### src/rtl/dual_issue_gate.sv
module dual_issue_gate #(
  parameter int REG_W  = 5,
  parameter int LU_WIN = 3
) (
  input  logic             clk,
  input  logic             rst_n,
  input  logic             pkt_valid,
  input  logic             int_valid,
  input  logic [2:0]       int_class,
  input  logic [REG_W-1:0] int_dst,
  input  logic [REG_W-1:0] int_src_a,
  input  logic [REG_W-1:0] int_src_b,
  input  logic             fp_valid,
  input  logic             fp_wr,
  input  logic [REG_W-1:0] fp_src_a,
  input  logic [REG_W-1:0] fp_src_b,
  output logic             issue_int,
  output logic             issue_fp,
  output logic             stall_fetch
);
  localparam int CW = $clog2(LU_WIN + 1) < 2 ? 2 : $clog2(LU_WIN + 1);
  localparam logic [2:0] C_IALU = 3'd0, C_ILD = 3'd1, C_IST = 3'd2, C_BR  = 3'd3,
                         C_FLD  = 3'd4, C_FST = 3'd5, C_MTF = 3'd6, C_MFF = 3'd7;

  logic             int_done_q;
  logic [CW-1:0]    trk_cnt [LU_WIN];
  logic             trk_fp  [LU_WIN];
  logic [REG_W-1:0] trk_reg [LU_WIN];

  wire a_is_fp   = (int_class == C_MFF);
  wire b_used    = (int_class == C_IALU) || (int_class == C_IST) ||
                   (int_class == C_BR)   || (int_class == C_FST);
  wire b_is_fp   = (int_class == C_FST);
  wire is_load   = (int_class == C_ILD) || (int_class == C_FLD);
  wire wr_fp_int = (int_class == C_FLD) || (int_class == C_MTF);
  wire rd_fp_int = (int_class == C_FST) || (int_class == C_MFF);

  logic hit_int, hit_fp;
  logic int_pend, int_go, int_clear, port_clash, pair_raw, fp_go, pkt_done, bubble;
  logic [CW-1:0] step;

  always_comb begin
    hit_int = 1'b0;
    for (int k = 0; k < LU_WIN; k++) begin
      if (trk_cnt[k] != '0) begin
        if (trk_fp[k] == a_is_fp && trk_reg[k] == int_src_a) hit_int = 1'b1;
        if (b_used && trk_fp[k] == b_is_fp && trk_reg[k] == int_src_b) hit_int = 1'b1;
      end
    end
  end

  assign int_pend  = pkt_valid & int_valid & ~int_done_q;
  assign int_go    = int_pend & ~hit_int;
  assign int_clear = pkt_valid & (~int_valid | int_done_q | int_go);

  always_comb begin
    hit_fp = 1'b0;
    for (int k = 0; k < LU_WIN; k++) begin
      if (trk_fp[k] && trk_cnt[k] > CW'(int_go) &&
          (trk_reg[k] == fp_src_a || trk_reg[k] == fp_src_b)) hit_fp = 1'b1;
    end
  end

  assign port_clash = int_go & fp_valid & (rd_fp_int | (wr_fp_int & fp_wr));
  assign pair_raw   = int_go & fp_valid & wr_fp_int &
                      ((int_dst == fp_src_a) | (int_dst == fp_src_b));
  assign fp_go      = int_clear & fp_valid & ~port_clash & ~pair_raw & ~hit_fp;
  assign pkt_done   = int_clear & (~fp_valid | fp_go);
  assign bubble     = pkt_valid & ~pkt_done & ~int_go & ~fp_go;
  assign step       = CW'(int_go) + CW'(fp_go) + CW'(bubble);

  assign issue_int   = int_go;
  assign issue_fp    = fp_go;
  assign stall_fetch = pkt_valid & ~pkt_done;

  function automatic logic [CW-1:0] cdec(input logic [CW-1:0] c, input logic [CW-1:0] s);
    return (c > s) ? c - s : '0;
  endfunction

  always_ff @(posedge clk or negedge rst_n) begin
    if (!rst_n) begin
      int_done_q <= 1'b0;
      for (int k = 0; k < LU_WIN; k++) begin
        trk_cnt[k] <= '0;
        trk_fp[k]  <= 1'b0;
        trk_reg[k] <= '0;
      end
    end else begin
      if (pkt_done)    int_done_q <= 1'b0;
      else if (int_go) int_done_q <= 1'b1;
      if (int_go && is_load) begin
        trk_cnt[0] <= CW'(LU_WIN) - CW'(fp_go);
        trk_fp[0]  <= (int_class == C_FLD);
        trk_reg[0] <= int_dst;
        for (int k = 1; k < LU_WIN; k++) begin
          trk_cnt[k] <= cdec(trk_cnt[k-1], step);
          trk_fp[k]  <= trk_fp[k-1];
          trk_reg[k] <= trk_reg[k-1];
        end
      end else begin
        for (int k = 0; k < LU_WIN; k++) trk_cnt[k] <= cdec(trk_cnt[k], step);
      end
    end
  end


  fp_order_chk: assert property (@(posedge clk) disable iff (!rst_n)
    issue_fp |-> (issue_int || int_done_q || !int_valid));


  port_clash_chk: assert property (@(posedge clk) disable iff (!rst_n)
    (issue_int && issue_fp) |-> !((int_class == C_FST) || (int_class == C_MFF) ||
      (((int_class == C_FLD) || (int_class == C_MTF)) && fp_wr)));


  pair_raw_chk: assert property (@(posedge clk) disable iff (!rst_n)
    (issue_int && issue_fp && ((int_class == C_FLD) || (int_class == C_MTF)))
      |-> (int_dst != fp_src_a && int_dst != fp_src_b));


  held_once_chk: assert property (@(posedge clk) disable iff (!rst_n)
    (issue_int && stall_fetch) |=> !issue_int);


  stall_idle_chk: assert property (@(posedge clk) disable iff (!rst_n)
    !pkt_valid |-> (!stall_fetch && !issue_int && !issue_fp));


  lu_bubble_chk: assert property (@(posedge clk) disable iff (!rst_n)
    (stall_fetch && !issue_int && !issue_fp) |-> (hit_int || hit_fp));
endmodule

### config.mk
export PLATFORM = sky130hd
export DESIGN_NAME = dual_issue_gate
export DESIGN_NICKNAME = d
export VERILOG_FILES = /design/src/rtl/dual_issue_gate.sv
export SDC_FILE = /design/constraint.sdc
export NUM_CORES = 1
export LEC_CHECK = 0
export ABC_AREA = 1
export BUFFER_PORTS_ARGS = -buffer_cell sky130_fd_sc_hd__buf_2
export CORE_ASPECT_RATIO = 0.75
export CORE_UTILIZATION = 35
export DETAILED_ROUTE_END_ITERATION = 6
export SLEW_MARGIN = 20
export SYNTH_ARGS = -nofsm -noshare
export SYNTH_HDL_FRONTEND = slang
export SYNTH_SLANG_ARGS = --single-unit
export TNS_END_PERCENT = 1
### constraint.sdc
create_clock -name clk -period 3.9 [get_ports clk]
set_input_delay 0.39 -clock clk [delete_from_list [all_inputs] [get_ports clk]]
set_output_delay 0.39 -clock clk [all_outputs]
set_load 0.02 [all_outputs]
# Word-level counts from Yosys, hierarchy flattened
# Index checks and enable logic that the tools add are counted.
dict set report classes {
  n_addsub 6
  multipliers 0
  n_bitwise 32
  n_lt_le_gt_ge 6
  n_div 0
  muxes 18
  n_reduce_logical 30
  shifts 0
  eq_ne 27
}
# cell n
set ops {}
lappend ops {{== test 5 bit} 14}
lappend ops {{AND 1 bit} 17}
lappend ops {{logical AND 1 bit} 16}
lappend ops {{two-way mux 1 bit} 14}
lappend ops {{== test 3 bit, second input constant} 4}
lappend ops {{inverter 1 bit} 10}
lappend ops {{logical OR 1 bit} 9}
lappend ops {{nonzero test 2 bit} 4}
lappend ops {{== test 1 bit} 6}
lappend ops {{== test 3 x 2 -> 1 bit, second input constant} 2}
lappend ops {{greater-than comparator 2 x 1 -> 1 bit} 3}
lappend ops {{greater-than comparator 2 bit} 3}
lappend ops {{two-way mux 2 bit} 3}
lappend ops {{two-way mux 6 bit} 1}
lappend ops {{subtractor 2 bit} 3}
lappend ops {{OR 1 bit} 5}
lappend ops {{== test 3 x 1 -> 1 bit, second input constant} 1}
lappend ops {{logical NOT 3 bit} 1}
lappend ops {{adder 1 x 1 -> 2 bit} 1}
lappend ops {{adder 2 x 1 -> 2 bit} 1}
lappend ops {{subtractor 2 x 1 -> 2 bit, first input constant} 1}
dict set report word_totals {
  regBits 25
  mem_bits_rw 0
  latch_bits 0
  output_inout_bits 3
  romBits 0
  in_bits 34
  memories 0
  word_cells 129
}

# Logic depth before layout (Yosys ltp)
# Gate-level depths: netlist (run 1).
dict set report logic_depth {
  word_depth 34
  ltp_mapped 27
  depth_no_buf 26
}

# Least setup slack after synthesis (run 1)
# Ideal clock, no wire load.
dict set report synth_path {
  kind {input -> register}
  startpoint {input port int_class[0]}
  endpoint {register trk_cnt[3] in the netlist's numbering}
  path_slack_ns 1.034
  path_stages 23
  arrival_ns 2.742
  required_ns 3.776
  path_buffers 1
  setup_time_ns 0.124
  cell_sequence {buf_2 > nand3_2 > nand2_1 > nand2_1 > nand4_1 > nand2_1 > nand2_1 > nand2_2 > nor2_8 > nand2_1 > nand2_1 > nand2_1 > nor2_2 > nand2_2 > inv_2 > nand2_2 > nand2_1 > inv_1 > ha_1 > inv_1 > fa_1 > nand3_1 > mux2i_1}
}
dict set report synth_between {
  elab_chain_len 34
  elab_cells_between_ends 85
  cone_classes {4 x add/sub; 5 x order compare; 13 x eq/ne; 15 x mux; 25 x bitwise; 23 x reduce/logical}
}
# item line_no
set synth_rtl {}
lappend synth_rtl {{start, declared} 9} ;# input logic [2:0] int_class,
lappend synth_rtl {{== test 3 x 2 -> 1 bit or logical NOT 3 bit (tied branches)} 31} ;# wire b_used = (int_class == C_IALU) || (int_class == C_IST) ||
lappend synth_rtl {{logical OR 1 bit (2 in series)} 31}
lappend synth_rtl {{logical OR 1 bit} 32} ;# (int_class == C_BR) || (int_class == C_FST);
lappend synth_rtl {{logical AND 1 bit (2 in series)} 47} ;# if (b_used && trk_fp[k] == b_is_fp && trk_reg[k] == int_src_b) hit_int = 1'b1;
lappend synth_rtl {{two-way mux 1 bit} 47}
lappend synth_rtl {{two-way mux 1 bit} 45} ;# if (trk_cnt[k] != '0) begin
lappend synth_rtl {{two-way mux 1 bit} 46} ;# if (trk_fp[k] == a_is_fp && trk_reg[k] == int_src_a) hit_int = 1'b1;
lappend synth_rtl {{two-way mux 1 bit} 47}
lappend synth_rtl {{[... 6 more ...]} -}
lappend synth_rtl {{via issue_int} 17} ;# output logic issue_int,
lappend synth_rtl {{[... 8 more ...]} -}
lappend synth_rtl {{via issue_fp} 18} ;# output logic issue_fp,
lappend synth_rtl {{OR 1 bit} 68} ;# assign pkt_done = int_clear & (~fp_valid | fp_go);
lappend synth_rtl {{AND 1 bit} 68}
lappend synth_rtl {{inverter 1 bit} 69} ;# assign bubble = pkt_valid & ~pkt_done & ~int_go & ~fp_go;
lappend synth_rtl {{AND 1 bit (3 in series)} 69}
lappend synth_rtl {{adder 2 x 1 -> 2 bit (*)} 70} ;# assign step = CW'(int_go) + CW'(fp_go) + CW'(bubble);
lappend synth_rtl {{subtractor 2 bit or greater-than comparator 2 bit (tied branches)} 77} ;# return (c > s) ? c - s : '0;
lappend synth_rtl {{two-way mux 2 bit} 77}
lappend synth_rtl {{two-way mux 6 bit (*)} 91} ;# if (int_go && is_load) begin
lappend synth_rtl {{end signal, assigned by index} 96} ;# trk_cnt[k] <= cdec(trk_cnt[k-1], step);
lappend synth_rtl {{end, declared} 26} ;# logic [CW-1:0] trk_cnt [LU_WIN];
# Mark *: on every way through the listed nets, which the timed path passes. The rest lies on a longest branch.
# A chain may end at the register's enable or synchronous reset.

# Final worst setup path (run 1)
dict set report layout_path {
  startpoint {register trk_reg[7] in the netlist's numbering}
  endpoint {register trk_cnt[1] in the netlist's numbering}
}
dict set report layout_between {
  elab_chain_len 28
  elab_cells_between_ends 58
  cone_classes {4 x add/sub; 5 x order compare; 4 x eq/ne; 12 x mux; 23 x bitwise; 10 x reduce/logical}
}
# item line_no
set layout_rtl {}
lappend layout_rtl {{start, declared} 28} ;# logic [REG_W-1:0] trk_reg [LU_WIN];
lappend layout_rtl {{start signal, assigned by index} 98} ;# trk_reg[k] <= trk_reg[k-1];
lappend layout_rtl {{== test 5 bit} 46}
lappend layout_rtl {{logical AND 1 bit} 46}
lappend layout_rtl {{two-way mux 1 bit} 46}
lappend layout_rtl {{two-way mux 1 bit} 47}
lappend layout_rtl {{two-way mux 1 bit} 45}
lappend layout_rtl {{two-way mux 1 bit} 46}
lappend layout_rtl {{two-way mux 1 bit} 47}
lappend layout_rtl {{two-way mux 1 bit} 45}
lappend layout_rtl {{[... 10 more ...]} -}
lappend layout_rtl {{OR 1 bit} 68}
lappend layout_rtl {{AND 1 bit} 68}
lappend layout_rtl {{inverter 1 bit} 69}
lappend layout_rtl {{AND 1 bit (3 in series)} 69}
lappend layout_rtl {{adder 2 x 1 -> 2 bit} 70}
lappend layout_rtl {{subtractor 2 bit or greater-than comparator 2 bit (tied branches)} 77}
lappend layout_rtl {{two-way mux 2 bit} 77}
lappend layout_rtl {{two-way mux 6 bit (*)} 91}
# Every way passes the cells marked *; elsewhere a longest branch is shown, timed or not.

==> impl_metrics.toml, run 1 <==
[clocking]
clk_latency_ps = 280
clockBufferDepth = 2
cts_root_buf = "clkbuf_8"
cts_tree = "yes"
ctsHtreeMaxLevel = 1
cts_setup_buffers = 0
numCtsBuffers = 3
cts_resized = 0
cts_hold_buf = 0
clkSinkCount = 25
clk_pin_slew_ps = 100

[timing]
slew_violations = 0
slew_headroom_pct = 58.7
max_slew.worst_pin.slew_ps = 619
max_freq_ghz = 0.325
fin_tns_setup_ps = 0
finalSetupViolCount = 0
fin_crit_sh_pct = 78.8
period_needed_ps = 3070
fin_worst_skew_ps = 9.58
rsz0062_at_grt = "no"
hold_viol_final = 0

[cells_and_area]
nets = 439
final_layout_size_suffix_gt1_share_pct = 14.7
area_growth_pct = 9.30
fin_area_sq_um = 2710
diodes = 0
largest_register_ffs = 15

[worst_setup_path]
crit_type = "register to register"
crit_required_ps = 4090
r2r_slack_ps = 830
cp_data_arrival_time_ps = 3270
timing.critical_path.fanout_max = 7
cp_num_buf_inv = 4
crit_slowest_cell = "dfrtp_1"
crit_path_end_kind = "register"
crit_top_cell = "nand2_1"
crit_chain = "inv_1 -> nand2_1 -> nand2_1 -> nor2_1 -> nand4_1 -> nand2_1 -> nand2_1 -> nand2_4 -> nor2_8 -> o21ai_2 -> nor2_1 -> nand2_2 -> inv_2 -> nand2_2 -> nand2_1 -> inv_1 -> ha_1 -> inv_1 -> fa_1 -> nand3_1 -> o21ai_1"
cpPeakStageDelay_ps = 510
cp-start-kind = "register"
cp_top_family = "simple AND/OR/NAND/NOR gates"

[detailed_routing]
antenna_left = 0
drtIter0Drc = 115
drtPass1Iterations = 4
totalWireLength_microns = 6480
vias = 2301
via_per_inst = 4.80
wl_per_cell_microns = 13.5
route.detailed.drc = 0

[die]
rows = 26
die_h_microns = 74.8
die_area_sq_um = 7420
die_w_microns = 99.1
start_util_pct = 36.2
io-pin-count = 37
core_sq_um = 6830

[job]
maxCapViolCount = 0

[synth]
ys_types = 34
synth-warning-count = 0
syn_area_sq_um = 2480
avgSynthCellArea_sq_um = 6.62
ys_seq_area_share_pct = 25.3
syn-num-nets = 417
postSynthCellCount = 374
ys_ff_latch = 25

[global_routing]
gr-total-overflow = 0
grt_start_max_net_pins = 26
grtUsageMet3_pct = 2.97
antenna_found_initial = 0
grt_pass1_vias = 2135
grt_pass1_wl_microns = 10700
met1_usage_pct = 26.8
grt_busiest_layer = "met2"
grtUsageTotal_pct = 18.8
gr-usage-met2_pct = 31.2

[pwr]
powerDensity_nw_per_um2 = 566
leakagePower_nw = 1.42
ir_worst_vdd_mv = 0.186

[placement]
io_buffers = 36
place_hpwl_microns = 5060
placed_area_sq_um = 2660
gp_congestion = 0.850

[run_status]
outcome = "complete, no violations"

[worst_hold_path]
hp-class = "input pin to asynchronous set/reset pin"
synthesized netlist by cell type, drive strengths merged:
master | instances | area (sq um)
nand4 | 12 | 75.1
clkbuf | 7 | 32.5
ha | 6 | 75.1
o21ai | 25 | 133
nand2 | 118 | 460
a221oi | 1 | 8.76
a21oi | 13 | 68.8
a211oi | 2 | 15.0
nor3b | 1 | 7.51
nand3b | 1 | 7.51
nor2 | 29 | 128
nand3 | 14 | 75.1
mux2i | 1 | 10.0
buf | 13 | 75.1
dfrtp | 25 | 626
o22ai | 2 | 12.5
xnor2 | 18 | 158
inv | 52 | 195
xor2 | 25 | 219
nor3 | 3 | 15.0
o211ai | 1 | 7.51
or2 | 2 | 12.5
fa | 3 | 60.1
power by group:
part	internal (W)	leakage (nW)	switching [W]
combinational	0.000337	1.08	0.000460
clock	0.0000733	0.0228	0.0000913
sequential	0.000372	0.321	0.000199
stage by stage:
| step | setup slack (ps) | hold WS, ps | total power, W | util (%) | std cells |
|---|---|---|---|---|---|
| final | 827 | 104 | 0.00153 | 39.6 | 479 |
| after global placement | 855 | 446 | 0.00135 | 39.0 | 475 |
| after detailed placement | 810 | 451 | 0.00136 | 39.0 | 475 |
| after CTS | 830 | 142 | 0.00154 | 39.6 | 479 |
| after global routing | 510 | 172 | 0.00169 | 39.6 | 479 |
| after floorplan | 1030 | 94.4 | 0.00117 | - | 374 |
cells by family (layout without fill, tap and decap cells):
logic type	count (synthesis)	after routing	synth area share [%]
simple gates	180	180	31.5
fa+ha+maj	9	9	5.46
flops	25	25	25.3
compound gates	44	44	9.90
xor+xnor	43	43	15.2
mux	1	1	0.404
buf+inv	72	93	12.2
cells in the final DEF (no fill, tap or decap), types with 3 or more instances in the layout:
master and instances:
a21oi_1 12, buf_2 36, clkbuf_8 3, dfrtp_1 25
fa_1 3, ha_1 6, inv_1 47, inv_2 5
nand2_1 113, nand2_2 4, nand3_1 13, nand4_1 12
nor2_1 27, nor3_1 3, o21ai_0 13, o21ai_1 10
xnor2_1 18, xor2_1 25
worst paths after layout:
check                                  startpoint                 endpoint  depth (start not counted)
max in group asynchronous                   rst_n     trk_cnt[4]$_DFF_PN0_                          1
min                                         rst_n   trk_reg[6]$_DFFE_PN0P_                          1
min in group clk                       int_dst[0]  trk_reg[10]$_DFFE_PN0P_                          3
max reg2reg                trk_reg[7]$_DFFE_PN0P_     trk_cnt[1]$_DFF_PN0_                         21
max                        trk_reg[7]$_DFFE_PN0P_     trk_cnt[1]$_DFF_PN0_                         21
min reg2reg                int_done_q$_DFFE_PN0P_   int_done_q$_DFFE_PN0P_                          2
worst reg2reg max path: cells and delay by family (launching register included):
kind / cells / cell delay, ps
and+or+nand+nor: 13 / 1270
adders and majority gates: 2 / 630
DFF: 1 / 510
AOI/OAI and AO/OA: 2 / 290
buffers and inverters: 4 / 280
layer usage:
metal | part of all wire (%) | up-vias
li1 | - | 1192
met1 | 51 | 1058
met2 | 44 | 47
met3 | 4.7 | 4
met4 | 0.71 | 0
met5 | 0 | -
final cells by class:
class	instances	area, sq um
repair buffers	37	188
clock buffers	4	45.0
flip-flops and latches	25	626
multi-input cells	277	1550
inverters	52	195
fillers	735	4130
well taps	84	105
Note: power is estimated with default switching activity, not from simulation.
==> inputs of run 2 (changes only) <==
==> constraint.sdc (replaced) <==
create_clock -name clk -period 3.2 [get_ports clk]
set_input_delay 0.32 -clock clk [delete_from_list [all_inputs] [get_ports clk]]
set_output_delay 0.32 -clock clk [all_outputs]
set_load 0.02 [all_outputs]
==> run 2 against run 1 <==
Net effect: power up 38%; critical path depth is 3 lower; global-route usage grew 0.45 points; largest power group unchanged; clock skew grew 4.2 ps; final cell count is 3.8% higher; critical endpoint is now trk_cnt[3]$_DFF_PN0_; largest cell class unchanged.
==> impl_metrics.toml, run 2 (synthesis results as in run 1) <==
[timing]
whs_ps = 39.4
max_freq_ghz = 0.333
fin_tns_setup_ps = 0
max_slew.worst_pin.slew_ps = 630
finalSetupViolCount = 0
period_needed_ps = 3010
fin_crit_sh_pct = 94.0
layout_setup_ws_ps = 193
slew_headroom_pct = 58.0
fin_worst_skew_ps = 13.8
hold_viol_final = 0
slew_violations = 0

[placement]
dp_slack_ps = 108
io_buffers = 36
gp_congestion = 0.881
place_hpwl_microns = 5320

[cells_and_area]
final_layout_size_suffix_gt1_share_pct = 27.6
area_growth_pct = 19.2
largest_register_ffs = 15
final_common_cell = "nand2_1"
nets = 457
diodes = 0
nFillCells = 707
layout_common_cells = "nand2_1, inv_1, buf_2, xor2_1, nor2_1"

[die]
start_util_pct = 36.2
rows = 26
io-pin-count = 37
die_w_microns = 99.1
die_area_sq_um = 7420
core_sq_um = 6830
die_h_microns = 74.8

[clocking]
clkSinkCount = 25
cts_root_buf = "clkbuf_8"
clockBufferDepth = 2
clk_latency_ps = 280
numCtsBuffers = 3
ctsHtreeMaxLevel = 1
cts_tree = "yes"
clk_pin_slew_ps = 100

[worst_setup_path]
cp_data_arrival_time_ps = 3200
timing.critical_path.fanout_max = 6
crit_path_end_kind = "register"
crit_type = "register to register"
crit_required_ps = 3390
cp-start-kind = "register"
crit_chain = "buf_4 -> xor2_1 -> nor2_1 -> nand4_1 -> a211oi_1 -> nand2_1 -> nand2_1 -> nor2_2 -> nand2_2 -> inv_2 -> nand2_4 -> nand2_1 -> inv_2 -> ha_4 -> inv_2 -> fa_1 -> nand3_2 -> mux2i_1"
cpPeakStageDelay_ps = 530
crit_slowest_cell = "fa_1"

[detailed_routing]
via_per_inst = 4.95
drtIter0Drc = 212
antenna_left = 0
vias = 2458
route.detailed.drc = 0
wl_per_cell_microns = 13.9
totalWireLength_microns = 6930
drtPass1Iterations = 4

[global_routing]
gr-total-overflow = 0
antenna_found_initial = 0
grt_pass1_wl_microns = 10900
grt_busiest_layer = "met2"
grtUsageTotal_pct = 19.2
grt_start_max_net_pins = 26
gr-usage-met2_pct = 31.3
grt_pass1_vias = 2166
met1_usage_pct = 27.4
grtUsageMet3_pct = 2.60

[pwr]
powerDensity_nw_per_um2 = 718
p_total_w = 0.00212
leakagePower_nw = 1.51
ir_worst_vdd_mv = 0.199

[run_status]
outcome = "complete, no violations"

[job]
maxCapViolCount = 0

[worst_hold_path]
hp-class = "input pin to asynchronous set/reset pin"
## run 2: worst paths after layout
path	cells after the start	start	slack (ps)	endpoint
worst max-delay path	18	trk_reg[6]$_DFFE_PN0P_	190	trk_cnt[3]$_DFF_PN0_
worst min-delay path	1	rst_n	40	trk_reg[6]$_DFFE_PN0P_
worst max register to register	18	trk_reg[6]$_DFFE_PN0P_	190	trk_cnt[3]$_DFF_PN0_
worst min register to register	2	int_done_q$_DFFE_PN0P_	550	int_done_q$_DFFE_PN0P_
max in group asynchronous	1	rst_n	2700	trk_reg[2]$_DFFE_PN0P_
min in group clk	3	int_dst[0]	310	trk_reg[10]$_DFFE_PN0P_
## run 2: layout make-up
| type | instances | area (sq um) | share of cell area (%) |
|---|---|---|---|
| Clock buffer | 4 | 45.0 | 1.53 |
| Inverter | 52 | 195 | 6.62 |
| Multi-Input combinational cell | 277 | 1640 | 55.4 |
| Sequential cell | 25 | 643 | 21.8 |
| Tap cell | 84 | 105 | 3.56 |
| Timing Repair Buffer | 55 | 327 | 11.1 |
## run 2: routing by layer
metal  vias up  part of all wire [%]
li1       1236                     -
met1      1113                    47
met2        99                    43
met3        10                   7.3
met4         0                   1.8
met5         -                     0
## run 2: repair_timing
item / in CTS / in global routing
buffers inserted: 0 / 17
gates resized for setup: 0 / 43
hold buffers: 0 / 0
setup endpoints to repair: 0 / 6
## run 2: where the power goes
part	internal, W	switching (W)
sequential	0.000472	0.000228
combinational	0.000557	0.000660
clock	0.0000895	0.000112
total	0.00112	0.000999
## run 2: through the flow
step,instance area [sq um],util (%),std cells
detailed placement,2670,39.1,476
floorplan,2480,-,374
CTS,2710,39.7,480
global placement,2670,39.1,476
global route,2950,43.2,497
finish,2950,43.2,497
## run 2: worst max-delay path, delay by kind of cell, from the launching register on
family	cells	cell delay [ps]
AO/OA/AOI/OAI	1	290
flip-flops	1	460
buffers and inverters	4	360
XOR/XNOR	1	150
AND/OR/NAND/NOR	9	820
multiplexers	1	160
adder cells (fa/ha/maj)	2	680
==> inputs of run 3 (changes only) <==
--- a/config.mk
+++ b/config.mk
@@ -5,11 +5,11 @@
 export SDC_FILE = /design/constraint.sdc
 export NUM_CORES = 1
 export LEC_CHECK = 0
-export ABC_AREA = 1
 export BUFFER_PORTS_ARGS = -buffer_cell sky130_fd_sc_hd__buf_2
 export CORE_ASPECT_RATIO = 0.75
 export CORE_UTILIZATION = 35
 export DETAILED_ROUTE_END_ITERATION = 6
+export MAX_ROUTING_LAYER = met4
 export SLEW_MARGIN = 20
 export SYNTH_ARGS = -nofsm -noshare
 export SYNTH_HDL_FRONTEND = slang
==> run 3 against run 2 <==
Net effect: the run now ends with DRC left; wire length fell by 19%; clock power up 6%; highest routed layer is now met3; cell area down 14%; hold slack worse by 21 ps; first-iteration DRC count decreased by 29%; combinational power decreased by 36%; setup slack gained 82 ps; global-route usage down 1.4 points; core utilization decreased by 3.1 points; register-to-register slack gained 80 ps.
==> impl_metrics.toml, run 3 <==
[timing]
max_slew.worst_pin.slew_ps = 588
rsz0062_at_grt = "no"
finalSetupViolCount = 0
max_freq_ghz = 0.342
slew_violations = 0
hold_viol_final = 0
slew_headroom_pct = 60.8
fin_tns_setup_ps = 0
period_needed_ps = 2930
fin_worst_skew_ps = 5.55
fin_crit_sh_pct = 91.4

[synth]
syn_area_sq_um = 2300
ys_types = 44
synth.most_common_cell = "xnor2_1"
syn-num-nets = 284
synth-edff-count = 0
synthArstFlopShare_pct = 100
yosysTopAreaCell = "dfrtp_1"
avgSynthCellArea_sq_um = 9.53
synth_top_area_share_pct = 27.2
yosys-top-cells-area = "dfrtp_1, xnor2_1, xor2_1"
synth_flop_cell = "dfrtp_1"
ys_seq_area_share_pct = 27.2
ys_ff_latch = 25
postSynthCellCount = 241
synth-warning-count = 0
synth_common_cells = "xnor2_1, xor2_1, dfrtp_1"

[placement]
place_hpwl_microns = 4540
io_buffers = 36
gp_congestion = 0.843

[detailed_routing]
route.detailed.drc = 2
vias = 1757
antenna_left = 0
drtIter0Drc = 151
wl_per_cell_microns = 16.4
via_per_inst = 5.11
drtPass1Iterations = 6
totalWireLength_microns = 5630

[worst_setup_path]
cp-start-kind = "register"
crit_path_end_kind = "register"
cpPeakStageDelay_ps = 500
crit_type = "register to register"
cp_data_arrival_time_ps = 3140
cp_top_family = "adder cells"
timing.critical_path.fanout_max = 6
r2r_cells = 12
crit_required_ps = 3420
cp_num_buf_inv = 2
crit_top_cell = "inv_1"
cp.depth = 12
crit_chain = "xor2_1 -> nor4_1 -> o211ai_1 -> o41ai_1 -> or3_4 -> inv_1 -> a21oi_1 -> ha_1 -> inv_1 -> fa_1 -> nand3_1 -> mux2i_1"
r2r_slack_ps = 270
crit_slowest_cell = "dfrtp_1"
reg2reg_from = "trk_reg[11]$_DFFE_PN0P_"
r2r_end = "trk_cnt[1]$_DFF_PN0_"

[job]
maxCapViolCount = 0

[pwr]
switchingPower_w = 0.000752
ir_worst_vdd_mv = 0.211
sw_frac_of_total_pct = 43.8
powerDensity_nw_per_um2 = 677
pwr-share-seq_pct = 42.3
power.share.clock_pct = 12.5
leakagePower_nw = 1.09
p_total_w = 0.00172
comb_power_share_pct = 45.3
p_int_w = 0.000964

[die]
rows = 25
die_h_microns = 72.1
start_util_pct = 36.3
io-pin-count = 37
die_area_sq_um = 6890
die_w_microns = 95.5
core_sq_um = 6320

[global_routing]
grtUsageTotal_pct = 17.9
grt_start_max_net_pins = 26
gr-total-overflow = 0
antenna_found_initial = 0
grt_pass1_vias = 1778
grt_pass1_wl_microns = 9090

[clocking]
cts_root_buf = "clkbuf_8"
cts_hold_buf = 0
numCtsBuffers = 3
clk_pin_slew_ps = 100
clk_latency_ps = 290
ctsHtreeMaxLevel = 1
clkSinkCount = 25
cts_tree = "yes"
clockBufferDepth = 2

[cells_and_area]
nets = 307
largest_register_ffs = 15
final_common_cell = "xnor2_1"
area_growth_pct = 10.4
diodes = 0
layout_common_cells = "xnor2_1, xor2_1, buf_2, dfrtp_1"
nFillCells = 669
final_layout_size_suffix_gt1_share_pct = 22.4

[run_status]
outcome = "finished with violations"
violations = "DRC"

[worst_hold_path]
hp-class = "input pin to asynchronous set/reset pin"
[run 3: changes by cell type in the layout (fill, tap and decap cells not counted), moves of 14 or more]
cell,delta
xnor2_1,+20
dfrtp_1,+14
buf_4,-15
dfrtp_2,-14
nor2_1,-18
nand2_1,-96
inv_1,-32
[run 3: worst max path at each step]
stage,start,endpoint,slack [ps]
after global placement,trk_cnt[0]$_DFF_PN0_,trk_cnt[3]$_DFF_PN0_,290
after detailed placement,int_class[2],trk_cnt[1]$_DFF_PN0_,210
after global routing,trk_reg[14]$_DFFE_PN0P_,stall_fetch,140
after CTS,trk_cnt[0]$_DFF_PN0_,stall_fetch,80
after floorplan,trk_reg[14]$_DFFE_PN0P_,trk_cnt[3]$_DFF_PN0_,490
final,trk_reg[11]$_DFFE_PN0P_,trk_cnt[1]$_DFF_PN0_,270
[run 3: stage by stage]
step | hold WS [ps] | instances | cell area (sq um) | utilization, % | setup WS, ps
after floorplan | 24.4 | 241 | 2300 | - | 492
after global placement | 364 | 340 | 2480 | 39.3 | 293
after detailed placement | 361 | 340 | 2480 | 39.3 | 210
after CTS | 44.5 | 344 | 2530 | 40.1 | 83.9
after global routing | 71.5 | 344 | 2530 | 40.1 | 142
final | 18.8 | 344 | 2530 | 40.1 | 275
[run 3: cell families after synthesis]
family	after synthesis	synth area share, %
AO/OA/AOI/OAI	24	7.47
AND/OR/NAND/NOR	58	14.2
multiplexers	22	10.5
buffers and inverters	29	6.43
adder cells (fa/ha/maj)	9	5.89
flip-flops	25	27.2
XOR/XNOR	74	28.2
[run 3: layout make-up]
type / instances / area, sq um / area share, %
clock buffer: 3 / 41.3 / 1.63
clock inverter: 1 / 8.76 / 0.346
inverter: 8 / 30.0 / 1.18
multi-input combinational: 187 / 1530 / 60.2
sequential: 25 / 626 / 24.7
tap: 81 / 101 / 4.00
timing repair buffer: 39 / 203 / 8.00
[run 3: power by group through the flow]
| stage | logic, W | registers, W | clock network, W |
|---|---|---|---|
| 2_1_floorplan | 0.000821 | 0.000501 | 0 |
| 3_3_place_gp | 0.000767 | 0.000716 | 0 |
| 3_5_place_dp | 0.000781 | 0.000726 | 0 |
| 4_1_cts | 0.000784 | 0.000718 | 0.000220 |
| 5_1_grt | 0.000869 | 0.000753 | 0.000237 |
| 6_report | 0.000777 | 0.000725 | 0.000214 |
[run 3: layer usage]
| metal | up-vias | part of all wire (%) | GRT usage, % |
|---|---|---|---|
| met3 | 0 | 4.4 | 3.35 |
| met4 | 0 | 0 | 2.16 |
| li1 | 862 | - | - |
| met1 | 856 | 51 | 26.0 |
| met2 | 39 | 45 | 26.4 |
| met5 | - | 0 | - |
[run 3: what timing repair did]
item | 4_1_cts | 5_1_grt
setup buffers | 0 | 0
setup endpoints to repair | 0 | 1
gates resized for setup | 0 | 2
